==> config.mk <==
export PLATFORM = sky130hd
export DESIGN_NAME = cal_cell_sequencer
export DESIGN_NICKNAME = d
export VERILOG_FILES = /design/src/rtl/cal_cell_pkg.sv /design/src/rtl/cal_cell_cfg.sv /design/src/rtl/cal_cell_pick.sv /design/src/rtl/cal_cell_strobe.sv /design/src/rtl/cal_cell_sequencer.sv
export SDC_FILE = /design/constraint.sdc
export NUM_CORES = 1
export LEC_CHECK = 0
export BUFFER_PORTS_ARGS = -buffer_cell sky130_fd_sc_hd__buf_2
export CAP_MARGIN = 20
export CORE_MARGIN = 10
export CORE_UTILIZATION = 57
export CTS_CLUSTER_SIZE = 30
export DETAILED_ROUTE_END_ITERATION = 8
export HOLD_SLACK_MARGIN = 0.15
export PLACE_DENSITY_LB_ADDON = 0.1
export SLEW_MARGIN = 20
export SYNTH_ARGS = -nofsm -noshare
export SYNTH_HDL_FRONTEND = slang
export SYNTH_SLANG_ARGS = --single-unit
==> constraint.sdc <==
create_clock -name clk -period 3 [get_ports clk]
set_input_delay 0.45 -clock clk [delete_from_list [all_inputs] [get_ports clk]]
set_output_delay 0.45 -clock clk [all_outputs]
set_load 0.01 [all_outputs]
==> src/rtl/cal_cell_pkg.sv <==
package cal_cell_pkg;

  // Stored part of the setup word (bits 11 and 15:13 carry nothing).
  typedef struct packed {
    logic       l2_fix;   // word bit 12
    logic [2:0] skew;     // word bits 10:8
    logic       scan;     // word bit 7
    logic       chip;     // word bit 6
    logic [5:0] code;     // word bits 5:0
  } cal_cfg_t;

  localparam int unsigned RND_W = 16;

  function automatic cal_cfg_t unpack_word(input logic [15:0] w);
    cal_cfg_t c;
    c.l2_fix = w[12];
    c.skew   = w[10:8];
    c.scan   = w[7];
    c.chip   = w[6];
    c.code   = w[5:0];
    return c;
  endfunction

  function automatic logic [RND_W-1:0] rnd_next(input logic [RND_W-1:0] r);
    return {r[RND_W-2:0], r[15] ^ r[13] ^ r[12] ^ r[10]};
  endfunction

endpackage

==> src/rtl/cal_cell_cfg.sv <==
module cal_cell_cfg
  import cal_cell_pkg::*;
#(
  parameter logic [15:0] CFG_RST = 16'h00F0
) (
  input  logic        clk,
  input  logic        rst,
  input  logic        we,
  input  logic [15:0] wdata,
  output cal_cfg_t    cfg
);

  logic unused_word_bits;
  assign unused_word_bits = ^{wdata[15:13], wdata[11]};

  always_ff @(posedge clk) begin
    if (rst)     cfg <= unpack_word(CFG_RST);
    else if (we) cfg <= unpack_word(wdata);
  end

endmodule

==> src/rtl/cal_cell_pick.sv <==
module cal_cell_pick
  import cal_cell_pkg::*;
#(
  parameter int unsigned CELL_W    = 6,
  parameter int unsigned CELL_LO   = 5,
  parameter int unsigned CELL_HI   = 46,
  parameter int unsigned FIX_BASE  = 8,
  parameter int unsigned STEP_CODE = 48,
  parameter logic [RND_W-1:0] RND_SEED = 16'hACE1
) (
  input  logic              clk,
  input  logic              rst,
  input  logic              cfg_we,
  input  cal_cfg_t          cfg,
  input  logic              req,
  output logic              accept,
  output logic [CELL_W-1:0] l1_cell,
  output logic              l1_chip,
  output logic [CELL_W-1:0] l2_cell,
  output logic              cell_valid
);

  // Codes below SPLIT land on the named chip at FIX_BASE upward;
  // codes SPLIT..LAST spill onto the other chip at CELL_LO upward.
  localparam int unsigned SPLIT = CELL_HI - FIX_BASE + 1;
  localparam int unsigned LAST  = SPLIT + (FIX_BASE - CELL_LO) - 1;

  localparam logic [CELL_W-1:0] C_LO    = CELL_W'(CELL_LO);
  localparam logic [CELL_W-1:0] C_HI    = CELL_W'(CELL_HI);
  localparam logic [CELL_W-1:0] C_BASE  = CELL_W'(FIX_BASE);
  localparam logic [CELL_W-1:0] C_SPLIT = CELL_W'(SPLIT);
  localparam logic [CELL_W-1:0] C_LAST  = CELL_W'(LAST);
  localparam logic [CELL_W-1:0] C_STEP  = CELL_W'(STEP_CODE);

  logic [CELL_W-1:0] step_q;
  logic              half_q;    // chip alternation state
  logic [RND_W-1:0]  rnd_q;

  logic [CELL_W-1:0] code;
  logic              code_fix;
  logic [CELL_W-1:0] map_cell;
  logic              map_other;

  logic [CELL_W-1:0] n_cell, n_l2;
  logic              n_chip, n_ok;
  logic              do_step, do_flip, do_rnd;

  assign code     = CELL_W'(cfg.code);
  assign code_fix = (code <= C_LAST);

  always_comb begin
    if (code < C_SPLIT) begin
      map_cell  = code + C_BASE;
      map_other = 1'b0;
    end else begin
      map_cell  = code - C_SPLIT + C_LO;
      map_other = 1'b1;
    end
  end

  always_comb begin
    n_cell  = '0;
    n_chip  = 1'b0;
    n_l2    = '0;
    n_ok    = 1'b0;
    do_step = 1'b0;
    do_flip = 1'b0;
    do_rnd  = 1'b0;
    if (cfg.l2_fix) begin
      if (code != '0 && code <= C_HI) begin
        n_ok = 1'b1;
        n_l2 = code;
        if (cfg.scan) begin
          n_cell  = step_q;
          n_chip  = rnd_q[0];
          do_step = 1'b1;
          do_rnd  = 1'b1;
        end else begin
          n_cell = C_LO;
          n_chip = cfg.chip;
        end
      end
    end else if (cfg.scan) begin
      if (cfg.chip) begin
        n_ok    = 1'b1;
        n_cell  = step_q;
        n_chip  = half_q;
        do_step = 1'b1;
        do_flip = (step_q == C_HI);
      end else if (code_fix) begin
        n_ok    = 1'b1;
        n_cell  = map_cell;
        n_chip  = map_other ^ half_q;
        do_flip = 1'b1;
      end
    end else if (code_fix) begin
      n_ok   = 1'b1;
      n_cell = map_cell;
      n_chip = map_other ^ cfg.chip;
    end else if (code >= C_STEP) begin
      n_ok    = 1'b1;
      n_cell  = step_q;
      n_chip  = cfg.chip;
      do_step = 1'b1;
    end
  end

  assign accept = req & n_ok;

  always_ff @(posedge clk) begin
    if (rst) begin
      step_q <= C_LO;
      half_q <= 1'b0;
      rnd_q  <= RND_SEED;
    end else begin
      if (cfg_we) begin
        step_q <= C_LO;
        half_q <= 1'b0;
      end else if (accept) begin
        if (do_step) step_q <= (step_q == C_HI) ? C_LO : step_q + 1'b1;
        if (do_flip) half_q <= ~half_q;
      end
      if (accept && do_rnd) rnd_q <= rnd_next(rnd_q);
    end
  end

  always_ff @(posedge clk) begin
    if (rst) begin
      l1_cell    <= '0;
      l1_chip    <= 1'b0;
      l2_cell    <= '0;
      cell_valid <= 1'b0;
    end else if (req) begin
      l1_cell    <= n_cell;
      l1_chip    <= n_chip;
      l2_cell    <= n_l2;
      cell_valid <= n_ok;
    end
  end

endmodule

==> src/rtl/cal_cell_strobe.sv <==
module cal_cell_strobe #(
  parameter int unsigned TRIG_DLY = 3,
  parameter int unsigned MAX_OFS  = 7,
  localparam int unsigned OFS_W   = $clog2(MAX_OFS + 1)
) (
  input  logic             clk,
  input  logic             rst,
  input  logic             fire,
  input  logic [OFS_W-1:0] ofs,
  output logic             trig_strobe,
  output logic             pulse_strobe
);

  // age[k] is high when an accepted request was sampled k edges ago.
  logic [MAX_OFS:0] age;
  logic [OFS_W-1:0] ofs_q;
  logic [OFS_W-1:0] ofs_sel;

  assign age[0] = fire;

  for (genvar k = 1; k <= MAX_OFS; k++) begin : g_age
    always_ff @(posedge clk) begin
      if (rst) age[k] <= 1'b0;
      else     age[k] <= age[k-1];
    end
  end

  assign ofs_sel = fire ? ofs : ofs_q;

  always_ff @(posedge clk) begin
    if (rst) begin
      ofs_q        <= '0;
      trig_strobe  <= 1'b0;
      pulse_strobe <= 1'b0;
    end else begin
      if (fire) ofs_q <= ofs;
      trig_strobe  <= age[TRIG_DLY];
      pulse_strobe <= age[ofs_sel];
    end
  end

endmodule

==> src/rtl/cal_cell_sequencer.sv <==
module cal_cell_sequencer
  import cal_cell_pkg::*;
#(
  parameter int unsigned CELL_W    = 6,
  parameter int unsigned CELL_LO   = 5,
  parameter int unsigned CELL_HI   = 46,
  parameter int unsigned FIX_BASE  = 8,
  parameter int unsigned STEP_CODE = 48,
  parameter int unsigned TRIG_DLY  = 3,
  parameter int unsigned MAX_OFS   = 7,
  parameter logic [15:0] CFG_RST   = 16'h00F0,
  parameter logic [15:0] RND_SEED  = 16'hACE1
) (
  input  logic              clk,
  input  logic              rst,
  input  logic              cfg_we,
  input  logic [15:0]       cfg_wdata,
  input  logic              trig_req,
  output logic [CELL_W-1:0] l1_cell,
  output logic              l1_chip,
  output logic [CELL_W-1:0] l2_cell,
  output logic              cell_valid,
  output logic              trig_strobe,
  output logic              pulse_strobe
);

  localparam int unsigned OFS_W = $clog2(MAX_OFS + 1);

  cal_cfg_t         cfg;
  logic             accept;
  logic [OFS_W-1:0] ofs;

  // Skew code to pulser delay: lead codes 1..3, lag codes 7,4,5,6 for 1..4.
  function automatic logic [OFS_W-1:0] skew_to_ofs(input logic [2:0] s);
    int unsigned d;
    if (s < 3'd4)       d = TRIG_DLY - int'(s);
    else if (s == 3'd7) d = TRIG_DLY + 1;
    else                d = TRIG_DLY + int'(s) - 2;
    return OFS_W'(d);
  endfunction

  assign ofs = skew_to_ofs(cfg.skew);

  cal_cell_cfg #(.CFG_RST(CFG_RST)) u_cfg (
    .clk   (clk),
    .rst   (rst),
    .we    (cfg_we),
    .wdata (cfg_wdata),
    .cfg   (cfg)
  );

  cal_cell_pick #(
    .CELL_W   (CELL_W),
    .CELL_LO  (CELL_LO),
    .CELL_HI  (CELL_HI),
    .FIX_BASE (FIX_BASE),
    .STEP_CODE(STEP_CODE),
    .RND_SEED (RND_SEED)
  ) u_pick (
    .clk       (clk),
    .rst       (rst),
    .cfg_we    (cfg_we),
    .cfg       (cfg),
    .req       (trig_req),
    .accept    (accept),
    .l1_cell   (l1_cell),
    .l1_chip   (l1_chip),
    .l2_cell   (l2_cell),
    .cell_valid(cell_valid)
  );

  cal_cell_strobe #(.TRIG_DLY(TRIG_DLY), .MAX_OFS(MAX_OFS)) u_strobe (
    .clk         (clk),
    .rst         (rst),
    .fire        (accept),
    .ofs         (ofs),
    .trig_strobe (trig_strobe),
    .pulse_strobe(pulse_strobe)
  );

endmodule

# ---- After elaboration in Yosys (flattened, before gate mapping)
# Cells that the tools add are included.
dict set report word_totals {
  input_bits 20
  word_cells 92
  reg_bits 60
  output_inout_bits 16
}
dict set report classes {
  bitwise_logic 7
  n_lt_le_gt_ge 6
  eq_ne 2
  n_reduce_logical 6
  add_sub_neg 7
  mux 43
}
# operator count
set ops {}
lappend ops {{$mux 6} 12}
lappend ops {{$mux 1} 27}
lappend ops {{$le 6x6->1 const B} 2}
lappend ops {{$mux 3} 3}
lappend ops {{$add 6x1->6 const B} 1}
lappend ops {{$add 6x3->6 const B} 1}
lappend ops {{$add 6x4->6 const B} 1}
lappend ops {{$eq 6x6->1 const B} 1}
lappend ops {{$ge 6x6->1 const B} 1}
lappend ops {{$lt 6x6->1 const B} 1}
lappend ops {{$reduce_bool 6->1} 1}
lappend ops {{$sub 6x6->6 const B} 1}
lappend ops {{$xor 1x1->1} 5}
lappend ops {{$lt 3x4->1 const B} 1}
lappend ops {{$reduce_and 2->1} 2}
lappend ops {{$add 2x3->3 const A} 1}
lappend ops {{$bmux 1 s3} 1}
lappend ops {{$eq 3x3->1 const B} 1}
lappend ops {{$lt 3x3->1 const B} 1}
lappend ops {{$sub 2x3->3 const A} 1}
lappend ops {{$sub 3x2->3 const B} 1}
lappend ops {{$logic_and 1x1->1} 2}
lappend ops {{$reduce_or 2->1} 1}
lappend ops {{$and 1x1->1} 1}
lappend ops {{$not 1->1} 1}

# ---- Logic depth before layout (Yosys ltp)
dict set report logic_depth {
  ltp_word 9
  depth_mapped 12
  mapped_depth_nobuf 9
}

# ---- Cells and area by module
# A second synthesis with hierarchy kept.
dict set report hier_totals {
  cells_unflattened 334
  hier_area_um2 3074.2
}
# mod instances cells_each area_per_inst_um2 seq_area_each_um2
set modules_own_cells {}
lappend modules_own_cells {cal_cell_pick 1 254 2179.6 740.7}
lappend modules_own_cells {cal_cell_cfg 1 39 446.7 240.2}
lappend modules_own_cells {cal_cell_strobe 1 36 414.1 220.2}
lappend modules_own_cells {cal_cell_sequencer 1 5 33.8 0.0}

# ---- Worst setup path before layout
# No wires, ideal clock.
dict set report synth_timing {
  path_type {register -> register}
  start {register u_cfg.cfg[3] (netlist name)}
  end {register u_strobe.pulse_strobe}
  synth_period_minus_slack_ns 2.137
  t_required_ns 2.879
  setup_time_ns 0.121
  setup_slack_ns 0.863
  n_path_buf 2
  path_stages_with_launch 12
  t_arrival_ns 2.016
  cell_sequence {dfxtp_1 -> buf_6 -> inv_1 -> ha_1 -> nand3b_1 -> a21oi_2 -> o221a_4 -> buf_6 -> mux2i_4 -> mux2i_1 -> a22oi_2 -> o2bb2ai_1}
}
dict set report synth_via {
  elab_chain_len 9
  elab_cells_between_ends 16
  cone_classes {order compare (3); mux (10); bitwise (1); reduce/logical (2)}
}
# item line
set synth_rtl {}
lappend synth_rtl {{$ge 6x6->1 / $le 6x6->1 (equally long branches)} {cal_cell_pick.sv:100, cal_cell_pick.sv:49}}
lappend synth_rtl {{$mux 1 (on tied branches)} {cal_cell_pick.sv:100, cal_cell_pick.sv:90}}
lappend synth_rtl {{$mux 1 (on tied branches)} {cal_cell_pick.sv:96, cal_cell_pick.sv:84}}
lappend synth_rtl {{$mux 1} cal_cell_pick.sv:83} ;# end else if (cfg.scan) begin
lappend synth_rtl {{$mux 1 (*)} cal_cell_pick.sv:69} ;# if (cfg.l2_fix) begin
lappend synth_rtl {{$and 1x1->1 (*)} cal_cell_pick.sv:108} ;# assign accept = req & n_ok;
lappend synth_rtl {{$mux 3} cal_cell_strobe.sv:28} ;# assign ofs_sel = fire ? ofs : ofs_q;
lappend synth_rtl {{$bmux 1 s3 (*)} cal_cell_strobe.sv:38} ;# pulse_strobe <= age[ofs_sel];
lappend synth_rtl {{$mux 1 (implied by the code) (*)} cal_cell_strobe.sv:38}
lappend synth_rtl {{end signal, assigned} cal_cell_strobe.sv:38}
lappend synth_rtl {{end, declared} cal_cell_strobe.sv:11} ;# output logic pulse_strobe
# Every way passes the cells marked *; elsewhere a longest branch is shown, timed or not. The select of a mux whose other input is x is not followed.
# A chain may end at the register's enable or synchronous reset.

# ---- Worst setup path in the final report
dict set report layout_timing {
  start {register u_cfg.cfg[4] (netlist name)}
  end {register u_pick.step_q[2]}
}
dict set report layout_via {
  elab_chain_len 7
  elab_cells_between_ends 18
  cone_classes {order compare (3); mux (11); bitwise (1); reduce/logical (3)}
}
# item line
set layout_rtl {}
lappend layout_rtl {{$ge 6x6->1 / $le 6x6->1 (equally long branches)} {cal_cell_pick.sv:100, cal_cell_pick.sv:49}}
lappend layout_rtl {{$mux 1 (on tied branches)} {cal_cell_pick.sv:100, cal_cell_pick.sv:90}}
lappend layout_rtl {{$mux 1 (on tied branches)} {cal_cell_pick.sv:96, cal_cell_pick.sv:84}}
lappend layout_rtl {{$mux 1} cal_cell_pick.sv:83}
lappend layout_rtl {{$mux 1} cal_cell_pick.sv:69}
lappend layout_rtl {{$and 1x1->1} cal_cell_pick.sv:108}
lappend layout_rtl {{$reduce_and 2->1 (no source line) (*)} --}
lappend layout_rtl {{end signal, assigned} cal_cell_pick.sv:120} ;# if (do_step) step_q <= (step_q == C_HI) ? C_LO : step_q + 1'b1;
lappend layout_rtl {{end, declared} cal_cell_pick.sv:35} ;# logic [CELL_W-1:0] step_q;
# Every way passes the cells marked *; elsewhere a longest branch is shown, timed or not.

==> summary.txt <==
Floorplan
  • IO Count: 36
  • Core region area: ~4800 um2
  • Die height: between 90 and 100 um
  • Die area: around 8300 um2
  • Starting Density: roughly 60%
  • Site Rows: 25
  • Die W: a little over 90 um

Power and ir drop
  • Peak supply drop: about 0.00044 V
  • Leakage power: 1.36 nW
  • Pwr dens: around 560 nW/um2
  • Power Total: about 1.8 mW

Worst setup path
  • RR Startpoint: u_cfg.cfg[4]
  • Critical path type: reg2reg
  • Worst Setup End Kind: flop
  • CP Cell Sequence: ha_1 > nand3b_1 > a21oi_2 > o221ai_2 > a211oi_4 > a211o_1 > o21bai_1
  • FF-to-FF End: u_pick.step_q[2]
  • CP endpoint: u_pick.step_q[2]
  • CP startpoint: u_cfg.cfg[4]
  • Required @ worst endpoint: about 3300 ps
  • Critical path launch point type: flop
  • Max FO, Critical Path: 12
  • FF-to-FF path depth: 7
  • Worst path arrival time: ~2800 ps
  • Worst R2R Setup Slack: roughly 500 ps
  • CP max-delay cell: dfxtp_1
  • Critical path's largest stage delay: roughly 600 ps

Place
  • Dpl hpwl: between 4000 and 5000 um
  • Pre-CTS setup slack: roughly 520 ps
  • Placed inst area: 3040 um2
  • Gp weighted congestion: 0.863
  • IO buf count: 31
  • Dpl cells: slightly above 400

Global routing
  • First-pass GRT wire length: about 11,000 um
  • Grt ovf: 0
  • Gr usage total: between 10% and 20%
  • Number of global-route vias before repair: between 2,000 and 2,500
  • Largest net degree at the start of global routing: 29
  • Initial antenna violation count: 0

Synth
  • Asr flop ratio synth: 0%
  • Ys Warns: 0
  • Yosys cell types: 53
  • Cells after Synth: between 300 and 400
  • Largest cells by area after synthesis: dfxtp_1 41%, nand2_1 5.8%, a21oi_1 4.5%, mux2i_1 4.5%, nor2_1 4.0%
  • Flops & latches, synth: 60
  • Ys flop type: dfxtp_1
  • Synthesized area: 2900 um2
  • Number of flops mapped to enable cells by yosys: 0
  • Seq/Total Area, Yosys: between 40% and 50%
  • Synth area leader: dfxtp_1
  • Mean Syn Cell Area: approximately 8.8 um2
  • Yosys top cell area share: 41.4%
  • Post-synthesis net count: 359

CTS
  • Cts hold-fix bufs: 0
  • # H-tree levels: 3
  • Clk pin slew, worst setup/hold paths: 60 ps
  • Clock root cell: clkbuf_8
  • Setup Buffers After CTS: 0
  • TritonCTS Buffers: 9
  • Clock Latency Late Sink: between 300 and 400 ps
  • Sink Count: 60
  • CTS tree: yes
  • CTS max path bufs: 2
  • Post-CTS Resized: 0

STA
  • Hold Slack: between 300 and 400 ps
  • Final worst slack: between 500 and 600 ps
  • Setup violations, final: 0
  • Setup Skew: about 5.6 ps
  • Slew Limit Fails: 0
  • Slew HR: 62.6%
  • Fin crit period: 2500 ps
  • Fin. Hold Viols: 0
  • FMAX: around 400 MHz
  • Crit share post-route: a little over four fifths
  • Measured slew at the worst slew-check pin: around 550 ps
  • Final setup TNS: 0 ps
  • RSZ-0062 raised after global routing: no

Drt
  • Detailed Route WL: 6130 um
  • Vias: 2,384
  • Routed vias/inst: 5.66
  • Wire per inst: about 15 um
  • First-pass DRT Iterations: 4
  • Post-route ant nets: 0
  • Initial DRC count: 121
  • DRC Markers: 0

Run status
  • Status: finished, final reports clean

Run
  • # Max-Cap Violations: 0

Layout
  • Area growth, synth to finish: 11.2%
  • Final Util: between 60% and 70%
  • Post-route insts no fill: between 400 and 500
  • Share of cells above drive strength 1: between 10% and 20%
  • Design area: roughly 3200 um2
  • Antenna cells: 0
  • Nets@finish: 380

Min path
  • HP Class: in2reg
==> cells in the final DEF (no fill, tap or decap), types with 5 or more instances in the layout <==
cell and count:
a211oi_1 6, a21oi_1 26, a22oi_1 5, buf_2 31
clkbuf_8 11, dfxtp_1 60, ha_1 9, inv_1 9
mux2i_1 13, nand2_1 45, nand2b_1 13, nand3_1 13
nand4_1 6, nor2_1 31, nor2b_1 8, o21ai_0 5
xnor2_1 8
==> critical path, delay by kind of cell (launching register included) <==
kind            cells  cell delay, ps
compound gates      5            1480
fa+ha+maj           1             230
flops               1             600
simple gates        1             110
==> area by class of cell <==
type	count	area, um2
multi-input cells	236	1530
flip-flops and latches	60	1200
well taps	67	83.8
repair buffers	35	185
fillers	464	1590
inverters	9	33.8
clock inverters	2	35.0
clock buffers	12	155
==> kinds of logic after synthesis <==
logic type | count (synthesis) | synth area share, %
AOI/OAI and AO/OA | 71 | 18.3
xor gates and xnor gates | 11 | 3.32
adders and majority gates | 9 | 3.88
buffers and inverters | 34 | 5.78
DFF | 60 | 41.4
muxes | 15 | 5.73
and+or+nand+nor | 130 | 21.6
==> per-layer routing <==
layer	global-route usage, %	routed length (um)
met5	0	0
met3	6.67	443
met4	4.57	48
met2	23.9	2790
met1	19.5	2850
==> state kept, by name, indices dropped and copies added, names as in the netlist <==
register	flops
u_strobe.age	7
u_cfg.cfg	12
u_pick.l2_cell	6
u_pick.cell_valid	1
u_pick.l1_cell	6
u_pick.l1_chip	1
u_strobe.ofs_q	3
u_strobe.pulse_strobe	1
u_pick.rnd_q	16
u_pick.half_q	1
u_pick.step_q	6
==> Yosys cell counts (2+ instances only) <==
cell type / number
dfxtp_1: 60
nand2_1: 45
nor2_1: 31
a21oi_1: 26
mux2i_1: 13
nand2b_1: 13
nand3_1: 13
clkbuf_1: 12
ha_1: 9
inv_1: 9
nor2b_1: 8
xnor2_1: 8
a211oi_1: 6
nand4_1: 6
a22oi_1: 5
buf_2: 5
o21ai_0: 5
buf_6: 4
o211ai_1: 4
and3_1: 3
buf_1: 3
nor3_1: 3
o21a_1: 3
xor2_1: 3
and2_1: 2
nand3b_1: 2
o22ai_1: 2
o311ai_0: 2
==> how the worst min path moves through the flow <==
stage,start,to,depth (start not counted)
5_1_grt,cfg_wdata[5],u_cfg.cfg[5],3
4_1_cts,cfg_wdata[6],u_cfg.cfg[6],3
2_1_floorplan,u_strobe.age[3],u_strobe.age[4],1
3_5_place_dp,u_pick.rnd_q[1],u_pick.rnd_q[2],2
3_3_place_gp,u_pick.rnd_q[2],u_pick.rnd_q[3],2
6_report,cfg_wdata[6],u_cfg.cfg[6],3
==> power by group <==
group,internal [mW],total (mW),switching [mW]
clock,0.418,0.704,0.286
sequential,0.829,0.868,0.0389
combinational,0.102,0.237,0.135
total,1.35,1.81,0.460
(Power assumes the default switching activity.)
